File: src/rtl/fre_pkg.sv
package fre_pkg;
  localparam int WORD_W = 32;
  localparam logic [WORD_W-1:0] TYPE_READ = 32'h0000_2000;
  localparam logic [WORD_W-1:0] TYPE_IRQ  = 32'h0000_2001;

  typedef struct packed {
    logic              sof;
    logic              eof;
    logic [WORD_W-1:0] data;
  } cmd_word_t;

  typedef enum logic [2:0] {
    EX_HDR, EX_ADDR, EX_DATA, EX_SKIP, EX_BUS, EX_RWAIT
  } ex_state_t;

  typedef enum logic [2:0] {
    TX_IDLE, TX_REQ, TX_W1, TX_W2, TX_W3
  } tx_state_t;
endpackage

File: src/rtl/fre_cmd_fifo.sv
module fre_cmd_fifo
  import fre_pkg::*;
#(
  parameter int DEPTH = 8
) (
  input  logic      clk,
  input  logic      rst,
  input  logic      in_valid,
  output logic      in_ready,
  input  cmd_word_t in_word,
  output logic      out_valid,
  output cmd_word_t out_word,
  input  logic      out_pop
);
  localparam int AW = (DEPTH > 1) ? $clog2(DEPTH) : 1;
  localparam int CW = $clog2(DEPTH + 1);
  localparam logic [AW-1:0] LAST = AW'(DEPTH - 1);

  cmd_word_t       store [DEPTH];
  logic [AW-1:0]   wr_ptr, rd_ptr;
  logic [CW-1:0]   fill;
  logic            do_push, do_pop;

  assign in_ready  = (fill != CW'(DEPTH));
  assign out_valid = (fill != '0);
  assign out_word  = store[rd_ptr];
  assign do_push   = in_valid && in_ready;
  assign do_pop    = out_pop && out_valid;

  always_ff @(posedge clk) begin
    if (do_push) store[wr_ptr] <= in_word;
  end

  always_ff @(posedge clk) begin
    if (rst) begin
      wr_ptr <= '0;
      rd_ptr <= '0;
      fill   <= '0;
    end else begin
      if (do_push) wr_ptr <= (wr_ptr == LAST) ? '0 : wr_ptr + 1'b1;
      if (do_pop)  rd_ptr <= (rd_ptr == LAST) ? '0 : rd_ptr + 1'b1;
      case ({do_push, do_pop})
        2'b10:   fill <= fill + 1'b1;
        2'b01:   fill <= fill - 1'b1;
        default: fill <= fill;
      endcase
    end
  end

  AST_FIFO_BOUND: assert property (@(posedge clk) disable iff (rst)
    fill <= CW'(DEPTH));
  AST_FULL_HOLDS: assert property (@(posedge clk) disable iff (rst)
    (!in_ready && !out_pop) |=> !in_ready);
endmodule

File: src/rtl/fre_cmd_exec.sv
module fre_cmd_exec
  import fre_pkg::*;
(
  input  logic              clk,
  input  logic              rst,
  input  logic              head_valid,
  input  cmd_word_t         head,
  output logic              head_pop,
  output logic              bus_sel,
  output logic              bus_read,
  output logic [WORD_W-1:0] bus_addr,
  output logic [WORD_W-1:0] bus_wdata,
  input  logic              bus_rd_ack,
  input  logic              bus_wr_ack,
  input  logic [WORD_W-1:0] bus_rdata,
  input  logic              slot_full,
  output logic              rd_push,
  output logic [WORD_W-1:0] rd_addr,
  output logic [WORD_W-1:0] rd_data
);
  ex_state_t         state;
  logic              is_read;
  logic [WORD_W-1:0] addr_q, wdata_q;
  logic              collecting, new_hdr, done_ack;

  assign collecting = (state == EX_HDR) || (state == EX_ADDR) ||
                      (state == EX_DATA) || (state == EX_SKIP);
  assign head_pop   = collecting && head_valid;
  assign new_hdr    = head.sof && !head.eof;
  assign done_ack   = is_read ? bus_rd_ack : bus_wr_ack;

  assign bus_sel   = (state == EX_BUS);
  assign bus_read  = is_read;
  assign bus_addr  = addr_q;
  assign bus_wdata = wdata_q;
  assign rd_push   = bus_sel && is_read && bus_rd_ack;
  assign rd_addr   = addr_q;
  assign rd_data   = bus_rdata;

  always_ff @(posedge clk) begin
    if (rst) begin
      state   <= EX_HDR;
      is_read <= 1'b0;
      addr_q  <= '0;
      wdata_q <= '0;
    end else begin
      case (state)
        EX_HDR, EX_ADDR, EX_DATA, EX_SKIP: begin
          if (head_pop) begin
            if (head.sof) begin
              // any start marker opens a frame afresh
              if (new_hdr) begin
                is_read <= head.data[0];
                state   <= EX_ADDR;
              end else begin
                state <= EX_HDR;
              end
            end else begin
              case (state)
                EX_ADDR: begin
                  if (head.eof) state <= EX_HDR;
                  else begin
                    addr_q <= head.data;
                    state  <= EX_DATA;
                  end
                end
                EX_DATA: begin
                  if (head.eof) begin
                    wdata_q <= head.data;
                    state   <= EX_BUS;
                  end else begin
                    state <= EX_SKIP;
                  end
                end
                EX_SKIP: if (head.eof) state <= EX_HDR;
                default: state <= EX_HDR;
              endcase
            end
          end
        end
        EX_BUS: begin
          if (done_ack) state <= is_read ? EX_RWAIT : EX_HDR;
        end
        EX_RWAIT: begin
          if (!slot_full) state <= EX_HDR;
        end
        default: state <= EX_HDR;
      endcase
    end
  end

  AST_SEL_HELD: assert property (@(posedge clk) disable iff (rst)
    (bus_sel && !(bus_read ? bus_rd_ack : bus_wr_ack)) |=>
      (bus_sel && $stable(bus_addr) && $stable(bus_read)));
  AST_SEL_ENDS: assert property (@(posedge clk) disable iff (rst)
    (bus_sel && (bus_read ? bus_rd_ack : bus_wr_ack)) |=> !bus_sel);
  AST_SLOT_FREE: assert property (@(posedge clk) disable iff (rst)
    rd_push |-> !slot_full);
endmodule

File: src/rtl/fre_rsp_tx.sv
module fre_rsp_tx
  import fre_pkg::*;
(
  input  logic              clk,
  input  logic              rst,
  input  logic              rd_push,
  input  logic [WORD_W-1:0] rd_addr,
  input  logic [WORD_W-1:0] rd_data,
  output logic              slot_full,
  input  logic              irq_in,
  output logic              rsp_req,
  input  logic              rsp_ack,
  output logic              rsp_valid,
  output logic              rsp_sof,
  output logic              rsp_eof,
  output logic [WORD_W-1:0] rsp_data
);
  tx_state_t         state;
  logic              slot_v, irq_q, irq_pend, irq_edge;
  logic              take_rd, take_irq;
  logic [WORD_W-1:0] slot_addr, slot_data, irq_cnt;
  logic [WORD_W-1:0] f_type, f_addr, f_data;

  assign irq_edge  = irq_in && !irq_q;
  assign slot_full = slot_v;
  assign take_rd   = (state == TX_IDLE) && slot_v;
  assign take_irq  = (state == TX_IDLE) && !slot_v && irq_pend;

  always_ff @(posedge clk) begin
    if (rst) begin
      slot_v    <= 1'b0;
      slot_addr <= '0;
      slot_data <= '0;
      irq_q     <= 1'b0;
      irq_pend  <= 1'b0;
      irq_cnt   <= '0;
    end else begin
      irq_q <= irq_in;
      if (rd_push) begin
        slot_v    <= 1'b1;
        slot_addr <= rd_addr;
        slot_data <= rd_data;
      end else if (take_rd) begin
        slot_v <= 1'b0;
      end
      if (irq_edge) begin
        irq_pend <= 1'b1;
        irq_cnt  <= irq_cnt + 1'b1;
      end else if (take_irq) begin
        irq_pend <= 1'b0;
      end
    end
  end

  always_ff @(posedge clk) begin
    if (rst) begin
      state  <= TX_IDLE;
      f_type <= '0;
      f_addr <= '0;
      f_data <= '0;
    end else begin
      case (state)
        TX_IDLE: begin
          if (take_rd) begin
            f_type <= TYPE_READ;
            f_addr <= slot_addr;
            f_data <= slot_data;
            state  <= TX_REQ;
          end else if (take_irq) begin
            f_type <= TYPE_IRQ;
            f_addr <= '0;
            f_data <= irq_cnt;
            state  <= TX_REQ;
          end
        end
        TX_REQ:  if (rsp_ack) state <= TX_W1;
        TX_W1:   state <= TX_W2;
        TX_W2:   state <= TX_W3;
        default: state <= TX_IDLE;
      endcase
    end
  end

  always_comb begin
    rsp_req   = (state == TX_REQ);
    rsp_valid = (state == TX_W1) || (state == TX_W2) || (state == TX_W3);
    rsp_sof   = (state == TX_W1);
    rsp_eof   = (state == TX_W3);
    case (state)
      TX_W1:   rsp_data = f_type;
      TX_W2:   rsp_data = f_addr;
      TX_W3:   rsp_data = f_data;
      default: rsp_data = '0;
    endcase
  end

  AST_REQ_HOLD: assert property (@(posedge clk) disable iff (rst)
    (rsp_req && !rsp_ack) |=> rsp_req);
  AST_FIRST_WORD: assert property (@(posedge clk) disable iff (rst)
    (rsp_req && rsp_ack) |=> (rsp_valid && rsp_sof && !rsp_req));
  AST_LAST_WORD: assert property (@(posedge clk) disable iff (rst)
    rsp_eof |-> ($past(rsp_valid) && $past(rsp_valid, 2) && !$past(rsp_eof)));
  AST_TYPE_CODE: assert property (@(posedge clk) disable iff (rst)
    rsp_sof |-> ((rsp_data == TYPE_READ) || (rsp_data == TYPE_IRQ)));
  AST_READ_FIRST: assert property (@(posedge clk) disable iff (rst)
    (!rsp_req && !rsp_valid && slot_v && irq_pend) |=> (rsp_req && slot_v == 1'b0));
endmodule

File: src/rtl/frame_reg_engine.sv
module frame_reg_engine
  import fre_pkg::*;
#(
  parameter int FIFO_DEPTH = 8
) (
  input  logic        clk,
  input  logic        rst,
  input  logic        cmd_valid,
  output logic        cmd_ready,
  input  logic        cmd_sof,
  input  logic        cmd_eof,
  input  logic [31:0] cmd_data,
  output logic        bus_sel,
  output logic        bus_read,
  output logic [31:0] bus_addr,
  output logic [31:0] bus_wdata,
  input  logic        bus_rd_ack,
  input  logic        bus_wr_ack,
  input  logic [31:0] bus_rdata,
  input  logic        irq_in,
  output logic        rsp_req,
  input  logic        rsp_ack,
  output logic        rsp_valid,
  output logic        rsp_sof,
  output logic        rsp_eof,
  output logic [31:0] rsp_data
);
  cmd_word_t         in_word, head;
  logic              head_valid, head_pop;
  logic              slot_full, rd_push;
  logic [WORD_W-1:0] rd_addr, rd_data;

  assign in_word = '{sof: cmd_sof, eof: cmd_eof, data: cmd_data};

  fre_cmd_fifo #(.DEPTH(FIFO_DEPTH)) u_fifo (
    .clk(clk), .rst(rst),
    .in_valid(cmd_valid), .in_ready(cmd_ready), .in_word(in_word),
    .out_valid(head_valid), .out_word(head), .out_pop(head_pop)
  );

  fre_cmd_exec u_exec (
    .clk(clk), .rst(rst),
    .head_valid(head_valid), .head(head), .head_pop(head_pop),
    .bus_sel(bus_sel), .bus_read(bus_read), .bus_addr(bus_addr),
    .bus_wdata(bus_wdata), .bus_rd_ack(bus_rd_ack), .bus_wr_ack(bus_wr_ack),
    .bus_rdata(bus_rdata), .slot_full(slot_full), .rd_push(rd_push),
    .rd_addr(rd_addr), .rd_data(rd_data)
  );

  fre_rsp_tx u_tx (
    .clk(clk), .rst(rst),
    .rd_push(rd_push), .rd_addr(rd_addr), .rd_data(rd_data),
    .slot_full(slot_full), .irq_in(irq_in),
    .rsp_req(rsp_req), .rsp_ack(rsp_ack), .rsp_valid(rsp_valid),
    .rsp_sof(rsp_sof), .rsp_eof(rsp_eof), .rsp_data(rsp_data)
  );

  AST_NO_STORE_WHEN_FULL: assert property (@(posedge clk) disable iff (rst)
    (!cmd_ready && !bus_sel && !head_pop) |=> !cmd_ready);
  AST_VALID_ONLY_FRAME: assert property (@(posedge clk) disable iff (rst)
    rsp_req |-> !rsp_valid);
endmodule

File: config.mk
export PLATFORM = sky130hd
export DESIGN_NAME = frame_reg_engine
export DESIGN_NICKNAME = d
export VERILOG_FILES = /design/src/rtl/fre_pkg.sv /design/src/rtl/fre_cmd_fifo.sv /design/src/rtl/fre_cmd_exec.sv /design/src/rtl/fre_rsp_tx.sv /design/src/rtl/frame_reg_engine.sv
export SDC_FILE = /design/constraint.sdc
export NUM_CORES = 1
export LEC_CHECK = 0
export ABC_AREA = 0
export BUFFER_PORTS_ARGS = -buffer_cell sky130_fd_sc_hd__buf_2
export CAP_MARGIN = 30
export CORE_UTILIZATION = 59
export CTS_CLUSTER_SIZE = 30
export DETAILED_ROUTE_END_ITERATION = 8
export GPL_TIMING_DRIVEN = 0
export PLACE_DENSITY_LB_ADDON = 0.2
export SYNTH_ARGS = -nofsm -noshare
export SYNTH_HDL_FRONTEND = slang
export SYNTH_SLANG_ARGS = --single-unit
export TNS_END_PERCENT = 10
File: constraint.sdc
create_clock -name clk -period 6 [get_ports clk]
set_input_delay 0.6 -clock clk [delete_from_list [all_inputs] [get_ports clk]]
set_output_delay 0.6 -clock clk [all_outputs]
set_load 0.02 [all_outputs]
==> results.txt <==
total global routing track utilization: 0.2966
Post-Syn Nets: 1822
status: finished clean
Max FO, Critical Path: 10
MaxCap Viol Count: 0
initial antenna violation count: 5
worst reg2reg endpoint: u_fifo.fill[2]$_SDFFE_PP0P_
Final nets: 2076
DR iter-0 viols: 1298
Mean Syn Cell Area: 11.91 um^2
CTS tree: built
critical path class: flip-flop to output port
met2 Usage GRT: 0.4954
post-route minimum period: 3328 ps
gr ovfl total: 0
vias in the first global route: 14355
Synth async-reset ratio: 0
RSZ-0062 raised after global routing: false
Clock transition at path regs: 60 ps
Via density: 5.815
first-pass GRT wire length: 80830 um
Pleak: 8.479 nW
top-area cell type share of the netlist area: 0.3940
flip-flop and latch area: 13150 um^2
Finish-stage setup viols: 0
CP Capture Type: output port
post-synthesis sequential area ratio: 0.6344
worst skew pair latency: 590 ps
cts hold-fix bufs: 0
layer with the highest usage: met2
TNS Setup: 0 ps
leading area contributor after synthesis: edfxtp_1
final cycle utilization of the critical path: 0.5547
Starting Density: 0.6002
Worst Setup Start Kind: flip-flop
Post-CTS Setup Inserts: 0
design area: 24180 um^2
Synth Flop Type: edfxtp_1
Pre-antenna DRT Iters: 5
Max Root-Sink Buffers: 3
port buffer count: 174
CTS sink cnt: 521
Final Instance Count excl. Fillers: 2495
Die Width: 189.5 um
Placed Area: 22530 um^2
Multi-input gate area: 7049 um^2
# DRC: 0
max-slew violation count: 0
placer congestion estimate: 0.9725
endpoints failing hold: 0
Worst Max-Slew Pin Slew: 898.2 ps
GR Layer Usage met3: 0.05209
die area: 35890 um^2
Worst Clk Skew: 8.341 ps
worst reg2reg setup slack: 2920 ps
core footprint: 34540 um^2
leading cell type in the layout, fill and taps excluded: edfxtp_1
pin count of the biggest net entering global routing: 24
CTS H-tree depth: 2
Die Span Y: 189.5 um
Vias: 14508
post-CTS resize count: 0
area of the mapped netlist: 20730 um^2
DP Cell Count: 2396
number of synthesized flops with an enable pin: 272
filler cell count in the final layout: 2496
Setup crit end: rsp_data[14]
Hold Path Class: primary input to flip-flop
PD cells: 370.8 nW/um^2
RR Startpoint: u_fifo.fill[1]$_SDFFE_PP0P_
Ports: 176
met1 Track Usage GR: 0.3796
WL final: 52250 um
fmax: 300.4 MHz
most frequent cells in the layout: edfxtp_1 (272), nor2_1 (267), dfxtp_1 (249)
share of cells above drive strength 1: 0.1924
Synth area leaders: edfxtp_1 (39%), dfxtp_1 (24%), mux4_2 (7.2%), nor2_1 (4.9%), nand2_1 (3.9%)
hold_sp: bus_rdata[9]
Total Power: 8.965 mW
cts bufs inserted: 52
Worst Setup SP: u_tx.state[1]$_SDFFE_PP0P_
average routed wire per standard cell: 20.94 um
Crit path arrival time: 2730 ps
peak supply drop: 262.7 uV
synth unique cells: 57
area delta synth->final: 16.62%
post-synthesis register bit count: 521
Synth Warn #: 0
CTS Root Cell: clkbuf_16
Worst EP required: 5400 ps
cells after synthesis: 1741
Detailed Place HPWL: 37050 um
reg2reg path depth: 10
row count: 68
ANT nets after route: 0
max_slew headroom: 0.3979
-- logic make-up (layout without fill, tap and decap cells) --
group,count (synthesis),count (layout),synth area share
DFF,521,521,0.6344
adders and majority gates,8,8,0.004828
xor gates and xnor gates,25,25,0.01056
and+or+nand+nor,639,639,0.1365
muxes,115,115,0.09535
AOI/OAI and AO/OA,300,300,0.09040
buffers and inverters,133,429,0.02794
other,0,3,0
-- synth_stat cells (3+ instances only) --
cell type  count
xor2_1        13
ha_1           8
nor2_1       270
and3_1         3
buf_1         17
nand3b_1       3
buf_4          4
nor3_1        21
buf_2         22
nor4_1         4
nand2b_1      72
o21ai_1       15
inv_1         10
a2111oi_0     32
a21oi_1      109
nand4_1        7
nand2_1      215
xnor2_1       12
nand3_1        9
a31o_2         3
a22o_1        30
a22oi_1       32
clkbuf_1      75
mux4_2        66
edfxtp_1     272
dfxtp_1      249
and4_1         4
or3_1          7
mux2i_1       49
nor2b_1        4
buf_6          5
o21a_1         3
a31oi_1        7
o21ai_0       61
-- final cells by class --
type | instances | share of cell area
Tap cell | 455 | 0.02355
Sequential cell | 521 | 0.5440
Multi-Input combinational cell | 1087 | 0.2916
Buffer | 123 | 0.02241
Antenna cell | 3 | 0.0003105
Clock inverter | 24 | 0.008590
Clock buffer | 72 | 0.05941
Timing Repair Buffer | 200 | 0.04864
Inverter | 10 | 0.001552
-- metrics by stage --
step	setup slack [ps]	hold WS, ps	util
final	2672	242.2	0.6999
after global placement	-2018	434.6	0.6419
after detailed placement	2941	439.6	0.6521
after floorplan	1188	424.9	-
after CTS	2702	218.1	0.6997
after global routing	2505	230.6	0.6998
-- worst max-delay path: stages, from the launching register on --
cell and delay (ps):
dfxtp_1 300, clkbuf_1 180, nor3b_1 370, buf_2 260, clkbuf_1 550, a22o_1 300, buf_2 180
-- registers in the layout (all words and copies together), names as in the netlist, 4 cells and up, named ones only --
signal / cells
u_exec.bus_addr: 32
u_exec.bus_wdata: 32
u_fifo.fill: 4
u_fifo.store: 272
u_tx.f_addr: 32
u_tx.f_data: 32
u_tx.irq_cnt: 32
u_tx.slot_addr: 32
u_tx.slot_data: 32
-- power breakdown --
part	internal [mW]	switching (mW)
Combinational	0.769	1.02
Clock	1.80	1.34
Sequential	3.93	0.100
Total	6.50	2.47
-- per-layer routing --
| metal | share of wire | vias to the layer above |
|---|---|---|
| met3 | 0.069 | 117 |
| met4 | 0.039 | 4 |
| li1 | - | 6786 |
| met1 | 0.40 | 7040 |
| met5 | 0.00042 | - |
| met2 | 0.49 | 561 |
-- how the worst min path moves through the flow --
stage                                           endpoint  slack, ps  depth (start not counted)
after detailed placement    u_tx.f_type[13]$_SDFFE_PP0P_        440                          2
after global routing      u_tx.slot_data[1]$_SDFFE_PP0P_        230                          3
after CTS                 u_tx.slot_data[9]$_SDFFE_PP0P_        220                          3
after floorplan             u_tx.f_type[13]$_SDFFE_PP0P_        420                          2
after global placement      u_tx.f_type[13]$_SDFFE_PP0P_        430                          2
final                     u_tx.slot_data[9]$_SDFFE_PP0P_        240                          3
No activity file was read; power rests on OpenSTA's default activity.
